--- config.mk ---
export PLATFORM = sky130hd
export DESIGN_NAME = tlb_assoc
export DESIGN_NICKNAME = d
export VERILOG_FILES = /design/src/rtl/tlb_pkg.sv /design/src/rtl/tlb_perm.sv /design/src/rtl/tlb_entry.sv /design/src/rtl/tlb_victim.sv /design/src/rtl/tlb_assoc.sv
export SDC_FILE = /design/constraint.sdc
export NUM_CORES = 2
export LEC_CHECK = 0
export ABC_CLOCK_PERIOD_IN_PS = 7700
export BUFFER_PORTS_ARGS = -buffer_cell sky130_fd_sc_hd__buf_2
export CAP_MARGIN = 25
export CORE_MARGIN = 4
export CORE_UTILIZATION = 49
export CTS_CLUSTER_DIAMETER = 100
export DETAILED_ROUTE_END_ITERATION = 12
export GPL_ROUTABILITY_DRIVEN = 0
export GPL_TIMING_DRIVEN = 1
export PLACE_DENSITY = 0.71
export RECOVER_POWER = 50
export SLEW_MARGIN = 20
export SYNTH_ARGS = -nofsm -noshare
export SYNTH_HDL_FRONTEND = slang
export SYNTH_SLANG_ARGS = --single-unit
--- constraint.sdc ---
create_clock -name clk -period 7.7 [get_ports clk]
set_input_delay 0.77 -clock clk [delete_from_list [all_inputs] [get_ports clk]]
set_output_delay 0.77 -clock clk [all_outputs]
set_load 0.01 [all_outputs]
--- src/rtl/tlb_pkg.sv ---
package tlb_pkg;
  localparam int VA_W   = 32;
  localparam int OFF_W  = 12;
  localparam int VPN_W  = VA_W - OFF_W;
  localparam int PFN_W  = 20;
  localparam int PA_W   = PFN_W + OFF_W;
  localparam int PROT_W = 2;
  localparam int KIND_W = 2;

  typedef enum logic [KIND_W-1:0] {
    ACC_RD  = 2'd0,
    ACC_WR  = 2'd1,
    ACC_EX  = 2'd2,
    ACC_RSV = 2'd3
  } acc_kind_e;

  typedef enum logic [PROT_W-1:0] {
    PR_NONE = 2'd0,
    PR_RO   = 2'd1,
    PR_RW   = 2'd2,
    PR_RX   = 2'd3
  } prot_e;

  typedef struct packed {
    logic [PFN_W-1:0]  pfn;
    logic [PROT_W-1:0] prot;
    logic              v;
    logic              r;
    logic              m;
  } pte_t;
endpackage

--- src/rtl/tlb_perm.sv ---
module tlb_perm
  import tlb_pkg::*;
(
  input  logic [PROT_W-1:0] prot,
  input  logic [KIND_W-1:0] kind,
  output logic              allow
);
  always_comb begin
    allow = 1'b0;
    unique case (prot)
      PR_NONE: allow = 1'b0;
      PR_RO:   allow = (kind == ACC_RD);
      PR_RW:   allow = (kind == ACC_RD) || (kind == ACC_WR);
      PR_RX:   allow = (kind == ACC_RD) || (kind == ACC_EX);
      default: allow = 1'b0;
    endcase
  end
endmodule

--- src/rtl/tlb_entry.sv ---
module tlb_entry
  import tlb_pkg::*;
(
  input  logic             clk,
  input  logic             rst_n,
  input  logic             flush,
  input  logic             wr_en,
  input  logic [VPN_W-1:0] wr_vpn,
  input  pte_t             wr_pte,
  input  logic             inv_en,
  input  logic [VPN_W-1:0] inv_vpn,
  input  logic [VPN_W-1:0] lk_vpn,
  input  logic             upd_en,
  input  logic             upd_wr,
  output logic             hit,
  output logic             vld,
  output pte_t             pte
);
  logic [VPN_W-1:0] tag_q, tag_d;
  pte_t             pte_q, pte_d;
  logic             inv_hit;
  logic             ce;

  assign inv_hit = inv_en && pte_q.v && (tag_q == inv_vpn);
  assign ce      = flush || wr_en || inv_hit || upd_en;

  always_comb begin
    tag_d = tag_q;
    pte_d = pte_q;
    if (flush) begin
      pte_d.v = 1'b0;
    end else if (wr_en) begin
      tag_d = wr_vpn;
      pte_d = wr_pte;
    end else if (inv_hit) begin
      pte_d.v = 1'b0;
    end else if (upd_en) begin
      pte_d.r = 1'b1;
      if (upd_wr) pte_d.m = 1'b1;
    end
  end

  always_ff @(posedge clk or negedge rst_n) begin
    if (!rst_n) begin
      tag_q <= '0;
      pte_q <= '0;
    end else if (ce) begin
      tag_q <= tag_d;
      pte_q <= pte_d;
    end
  end

  assign hit = pte_q.v && (tag_q == lk_vpn);
  assign vld = pte_q.v;
  assign pte = pte_q;
endmodule

--- src/rtl/tlb_victim.sv ---
module tlb_victim #(
  parameter int N_ENT = 16,
  localparam int IDX_W = $clog2(N_ENT)
) (
  input  logic             clk,
  input  logic             rst_n,
  input  logic [N_ENT-1:0] valid_vec,
  input  logic             fill_en,
  output logic [IDX_W-1:0] victim
);
  logic [IDX_W-1:0] rr_q, rr_d;
  logic [IDX_W-1:0] free_idx;
  logic             any_free;

  always_comb begin
    any_free = 1'b0;
    free_idx = '0;
    for (int i = N_ENT - 1; i >= 0; i--) begin
      if (!valid_vec[i]) begin
        any_free = 1'b1;
        free_idx = IDX_W'(i);
      end
    end
  end

  assign victim = any_free ? free_idx : rr_q;
  assign rr_d   = (rr_q == IDX_W'(N_ENT - 1)) ? '0 : rr_q + 1'b1;

  always_ff @(posedge clk or negedge rst_n) begin
    if (!rst_n) begin
      rr_q <= '0;
    end else if (fill_en) begin
      rr_q <= rr_d;
    end
  end
endmodule

--- src/rtl/tlb_assoc.sv ---
module tlb_assoc
  import tlb_pkg::*;
#(
  parameter int N_ENT = 16
) (
  input  logic              clk,
  input  logic              rst_n,
  input  logic              lk_valid,
  input  logic [VA_W-1:0]   lk_vaddr,
  input  logic [KIND_W-1:0] lk_kind,
  output logic              lk_hit,
  output logic              lk_miss,
  output logic              lk_fault,
  output logic [PA_W-1:0]   lk_paddr,
  output logic              lk_ref,
  output logic              lk_mod,
  input  logic              fill_valid,
  input  logic [VPN_W-1:0]  fill_vpn,
  input  logic [PFN_W-1:0]  fill_pfn,
  input  logic [PROT_W-1:0] fill_prot,
  input  logic              inv_valid,
  input  logic [VPN_W-1:0]  inv_vpn,
  input  logic              flush
);
  localparam int IDX_W = $clog2(N_ENT);

  logic [N_ENT-1:0] hit_vec;
  logic [N_ENT-1:0] valid_vec;
  pte_t             pte_arr [N_ENT];
  pte_t             sel_pte;
  pte_t             fill_pte;
  logic [VPN_W-1:0] lk_vpn;
  logic [IDX_W-1:0] victim;
  logic             fill_en;
  logic             any_hit;
  logic             allow;
  logic             upd_ok;

  assign lk_vpn  = lk_vaddr[VA_W-1:OFF_W];
  assign fill_en = fill_valid && !flush;

  always_comb begin
    fill_pte      = '0;
    fill_pte.pfn  = fill_pfn;
    fill_pte.prot = fill_prot;
    fill_pte.v    = 1'b1;
  end

  tlb_victim #(.N_ENT(N_ENT)) u_victim (
    .clk       (clk),
    .rst_n     (rst_n),
    .valid_vec (valid_vec),
    .fill_en   (fill_en),
    .victim    (victim)
  );

  for (genvar g = 0; g < N_ENT; g++) begin : g_ent
    tlb_entry u_ent (
      .clk     (clk),
      .rst_n   (rst_n),
      .flush   (flush),
      .wr_en   (fill_en && (victim == IDX_W'(g))),
      .wr_vpn  (fill_vpn),
      .wr_pte  (fill_pte),
      .inv_en  (inv_valid),
      .inv_vpn (inv_vpn),
      .lk_vpn  (lk_vpn),
      .upd_en  (upd_ok && hit_vec[g]),
      .upd_wr  (lk_kind == ACC_WR),
      .hit     (hit_vec[g]),
      .vld     (valid_vec[g]),
      .pte     (pte_arr[g])
    );
  end

  always_comb begin
    sel_pte = '0;
    for (int i = 0; i < N_ENT; i++) begin
      if (hit_vec[i]) sel_pte = sel_pte | pte_arr[i];
    end
  end

  tlb_perm u_perm (
    .prot  (sel_pte.prot),
    .kind  (lk_kind),
    .allow (allow)
  );

  assign any_hit  = |hit_vec;
  assign lk_hit   = lk_valid && any_hit;
  assign lk_miss  = lk_valid && !any_hit;
  assign lk_fault = lk_hit && !allow;
  assign upd_ok   = lk_hit && allow;
  assign lk_paddr = lk_hit ? {sel_pte.pfn, lk_vaddr[OFF_W-1:0]} : '0;
  assign lk_ref   = lk_hit && sel_pte.r;
  assign lk_mod   = lk_hit && sel_pte.m;
endmodule

Yosys cells after proc, flatten, opt, wreduce, memory -nomap -nowiden
Index checks and enable logic that the tools add are counted.

ROM bits: 0. Logic and storage cells: 572. Memories kept: 0. Bits in registers: 724. Latch bits: 0. Output and inout bits: 37. Memory bits (writable): 0. Input bits: 102.

Magnitude comparators: 0. Multiply operators: 0. Shift operators: 0. Divide/modulo/power cells: 0. Muxes and demuxes: 133. Bitwise logic cells: 16. Equal/unequal tests: 69. $add $sub $neg: 1. Reduce and logical (&&, ||, !) cells: 256.

Operators by type and width (count): 20-bit equality test (32); 25-bit two-way mux (16); 25-bit OR (15); 1-bit logical AND (87); 5-bit AND reduction (16); 4-bit two-way mux (18); 2-bit two-way mux (32); 4-bit AND reduction (16); 2-bit nonzero test (32); 1-bit logical OR (50); 1-bit two-way mux (49); 3-bit two-way mux (16); 3-bit AND reduction (16); 3-bit nonzero test (16); 4-bit equality test, second input constant (9); 32-bit two-way mux (1); 2-bit by 1-bit != test with 1-bit output, second input constant (16); 2-bit AND reduction (16); 4-bit by 3-bit equality test with 1-bit output, second input constant (4); 16-bit OR reduction (1); 4-bit by 2-bit equality test with 1-bit output, second input constant (2); 2-bit equality test, second input constant (3); 4-bit by 1-bit adder with 4-bit output, second input constant (1); 2-bit by 1-bit equality test with 1-bit output, second input constant (2); 6 further kinds (9).

Longest topological paths before layout
Depth in word-level cells: 41. Gate-level depth with buffers: 14.

Modules after synthesis
From an unflattened synthesis, not the netlist that was laid out.

Cells, all modules: 2990. Area total of the unflattened synthesis: 37743.7 µm².

Modules (own cells, without submodules): tlb_entry (instances 16, cells an instance 161, area each 2172.1 µm²); tlb_assoc (instances 1, cells an instance 360, area each 2606.2 µm²); tlb_victim (instances 1, cells an instance 51, area each 361.6 µm²); tlb_perm (instances 1, cells an instance 3, area each 22.5 µm²).

Worst setup path before layout
OpenSTA, ideal clock, no wires.

Path type: in2out. Start point: in lk_vaddr[19]. End point: out lk_paddr[10]. Stages: 13. Path slack: 3.866 ns. Data arrival time: 3.064 ns. Path buffers: 5. Cell sequence: buf_4 -> buf_6 -> o2111ai_2 -> nor3_1 -> and2_1 -> buf_2 -> or4_4 -> nor4_1 -> nand2b_1 -> buf_6 -> inv_2 -> buf_2 -> and2_1.

Longest elaborated chain between the ends: 5.

Ends and longest elaborated chain: start: declaration (RTL line tlb_assoc.sv:9) `input logic [VA_W-1:0] lk_vaddr,`; 20-bit equality test (RTL line tlb_entry.sv:53) `assign hit = pte_q.v && (tag_q == lk_vpn);`; 1-bit logical AND (RTL line tlb_entry.sv:53); 16-bit OR reduction (*) (RTL line tlb_assoc.sv:89) `assign any_hit = |hit_vec;`; 1-bit logical AND (*) (RTL line tlb_assoc.sv:90) `assign lk_hit = lk_valid && any_hit;`; named net lk_hit (RTL line tlb_assoc.sv:11) `output logic lk_hit,`; 32-bit two-way mux (*) (RTL line tlb_assoc.sv:94) `assign lk_paddr = lk_hit ? {sel_pte.pfn, lk_vaddr[OFF_W-1:0]} : '0;`; end: declaration (RTL line tlb_assoc.sv:14) `output logic [PA_W-1:0] lk_paddr,`.

Mark *: on every way through the listed nets, which the timed path passes. The rest lies on a longest branch.

Worst setup path after layout
Start point: in lk_vaddr[15]. End point: out lk_paddr[3].

Longest elaborated chain between the ends: 5.

Ends and longest elaborated chain (RTL line): 20-bit equality test (tlb_entry.sv:53); 1-bit logical AND (tlb_entry.sv:53); 16-bit OR reduction (*) (tlb_assoc.sv:89); 1-bit logical AND (*) (tlb_assoc.sv:90); 32-bit two-way mux (*) (tlb_assoc.sv:94).

Mark *: on every way between the ends. The rest lies on a longest branch, timed or not.

==> metrics <==
Clock Tree Root clkbuf_16; #FFs+latches synth 724; CP max stage cell nor4_1; Port Buffers 138; final setup violation count 0; htree depth 3; r2r setup slk 2.95 ns; fin. max-slew vios 160; clk sinks 724; type of the tightest min-delay check reg -> reg; Final min period 5.73 ns; # fillers ~6500; final hold violation count 0; worst r2r src g_ent[15].u_ent.vld; Nets 3456; post-CTS sizing 0; crit path DAT a little under 5 ns; Die ar. 82100 um2; clock tree buffer depth 3; starting density of the core 0.497; Synth warnings 0; Yosys cell types between 60 and 70; dominant synthesized flop cell dfrtp_1; startpoint types primary input; top post-synthesis cells by area dfrtp_1, mux2_2, xnor2_1; CP bufs+invs 4; initial antenna violation count 7; DRT iter0 DRCs 3884; later-pin clock latency in the skew report ~0.63 ns; Syn-to-layout area delta 9.24%; failing checks capacitance limit, slew limit; PnR Total Power 9050 uW; Final period util 0.744; Crit path max-delay family simple AND/OR/NAND/NOR gates; worst hold start g_ent[10].u_ent.pte[13]; maximum clock frequency 175 MHz; Routed WL 129 mm; Ports 139; worst hold endpoint g_ent[10].u_ent.pte[13]; Via density ~6.4; Vias ~28000; Max-Slew Margin vs Limit -2.78; top cell type's share of synthesized area 0.477; DRT antenna net count 0; Clock transition at path regs about 0.060 ns; kind of end point of the critical path primary output; clk_skew 0.0276 ns; layout cell share with drive strength beyond 1 0.260; post-DR wirelength/cell about 29 um; RR Endpoint g_ent[4].u_ent.pte[17]; gr usage total 0.310; PwrDens about 220 nW/um2; Die Height roughly 290 um; area leader, netlist dfrtp_1; LEAKAGE 0.0186 uW; post-DP HPWL between 70 and 80 mm; core region area between 70000 and 80000 um2; sequential cell area fraction in the yosys report 0.477; first-pass GRT wire length between 150 and 200 mm; syn nets about 3500; pin count of the biggest net entering global routing between 150 and 200; Area after DPL between 30000 and 40000 um2; Worst R2R Path Depth 8; TNS Setup 0 ns; CP Max Fanout 28; Post-Synthesis Cells 3351; drt pass-1 iters 6; Worst Path Required 6.93 ns; crit-path max cell delay 0.95 ns; Setup Fix Bufs, Post-CTS 0; worst ir drop on vdd 0.175 mV; status finished, violations left; ordered cell list for the critical path buf_2, xnor2_1, nand4_1, nor4_1, and2_1, buf_4, or4_4, nor4_1, nand2b_2, inv_2, and2_1, buf_2; post-synthesis average cell area 11.3 um2; Cell Area, Synth 38000 um2; hold_buf cts 0; Async SR Flop Fraction 1.00; vias in the first global route roughly 28000; Residual DRC 0; total CTS buffers 76; fin area 41500 um2; Least-Margin Pin Slew 5.67 ns; CP Class in -> out; row count 101; CTS tree done; unrepaired setup endpoints after global routing no; Min-Delay Path Depth 2; gr ovfl total 0; DIE WIDTH 287 um; Post-synth EDFFs 0; total of max-cap violations 3
kinds of logic after synthesis:
group,Yosys count,share of synthesized area
compound gates,314,0.0661
xor+xnor,633,0.146
fa+ha+maj,1,0.000329
buf+inv,290,0.0409
flops,724,0.477
mux,543,0.161
simple gates,846,0.110
worst min-delay path: stages (launching register included):
cell and delay (ns):
dfrtp_1 0.34, nand2_1 0.05, nand2_1 0.05
worst max-delay path by stage:
| stage | endpoint | depth (start not counted) | start | slack, ns |
|---|---|---|---|---|
| after floorplan | lk_paddr[10] | 13 | lk_vaddr[19] | 3.87 |
| after global placement | lk_fault | 12 | lk_vaddr[15] | 2.17 |
| after detailed placement | lk_paddr[3] | 12 | lk_vaddr[15] | 2.09 |
| after CTS | lk_paddr[3] | 12 | lk_vaddr[15] | 2.09 |
| after global routing | g_ent[6].u_ent.tag_q[9] | 1 | rst_n | 1.23 |
| final | lk_paddr[3] | 12 | lk_vaddr[15] | 1.97 |
stage by stage:
stage	worst slack (ns)	std cells	hold WS, ns	util
2_1_floorplan	3.87	3351	0.439	-
3_3_place_gp	2.17	4303	0.448	0.510
3_5_place_dp	2.09	4304	0.456	0.511
4_1_cts	2.09	4444	0.213	0.544
5_1_grt	1.23	4447	0.477	0.543
6_report	1.97	4448	0.467	0.543
per-layer routing:
metal / vias up / GRT usage / wire [um]
li1: 11700 / - / -
met1: 14400 / 0.431 / 51100
met2: 1796 / 0.460 / 55200
met3: 420 / 0.0693 / 15300
met4: 0 / 0.151 / 7170
met5: - / 0 / 0
placed cells by master, fill, tap and decap left out, types with 23 or more instances in the layout:
| master | n |
|---|---|
| a221oi_1 | 66 |
| a22o_1 | 91 |
| a22oi_1 | 48 |
| a31oi_1 | 36 |
| and2_1 | 30 |
| and3_1 | 34 |
| buf_2 | 136 |
| buf_4 | 44 |
| clkbuf_1 | 24 |
| clkbuf_16 | 76 |
| dfrtp_1 | 724 |
| inv_1 | 23 |
| mux2_2 | 543 |
| nand2_1 | 442 |
| nand3_1 | 59 |
| nand4_1 | 135 |
| nor2_1 | 25 |
| nor4_1 | 46 |
| xnor2_1 | 555 |
| xor2_1 | 78 |
state kept, by name, summed over array words and instances (netlist names):
| name | count |
|---|---|
| u_victim.rr_q | 4 |
| g_ent.u_ent.tag_q | 320 |
| g_ent.u_ent.pte | 384 |
| g_ent.u_ent.vld | 16 |
power breakdown:
group / internal (uW) / switching (uW) / total [uW]
Combinational: 467 / 583 / 1050
Sequential: 4060 / 242 / 4300
Clock: 2120 / 1580 / 3700
Total: 6640 / 2410 / 9050
synthesized netlist by cell type, types with 2 or more instances:
library cell / number
a22oi_1: 48
dfrtp_1: 724
o2111ai_2: 2
or2_2: 2
o21ai_1: 2
and2_0: 2
a22o_1: 91
nand4_1: 135
buf_2: 74
buf_6: 20
nor3_2: 3
o2111ai_1: 3
o21a_1: 4
buf_12: 3
a221oi_1: 66
buf_1: 4
or4_1: 5
and3_1: 37
a32o_1: 4
nand2_1: 443
nor4_1: 47
nor4_2: 12
and2_1: 29
nor3_1: 17
nand2b_1: 8
a21oi_1: 18
a32oi_1: 12
xnor2_1: 555
nor2_1: 25
buf_4: 13
inv_1: 23
xor2_1: 78
a31oi_1: 36
nand3_2: 4
o21ai_0: 13
buf_8: 11
a21o_1: 2
clkbuf_1: 139
nor2b_1: 4
and4_1: 5
mux2_2: 543
nand3_1: 63
layout make-up:
| cell class | instances | area (um2) | share of cell area |
|---|---|---|---|
| Sequential cell | 724 | 18100 | 0.436 |
| Tap cell | 1030 | 1290 | 0.0310 |
| Inverter | 25 | 93.8 | 0.00226 |
| Antenna cell | 3 | 7.51 | 0.000181 |
| Multi-Input combinational cell | 2337 | 18400 | 0.443 |
| Clock inverter | 29 | 325 | 0.00783 |
| Clock buffer | 111 | 2180 | 0.0526 |
| Timing Repair Buffer | 189 | 1120 | 0.0269 |
Note: power is estimated with default switching activity, not from simulation.
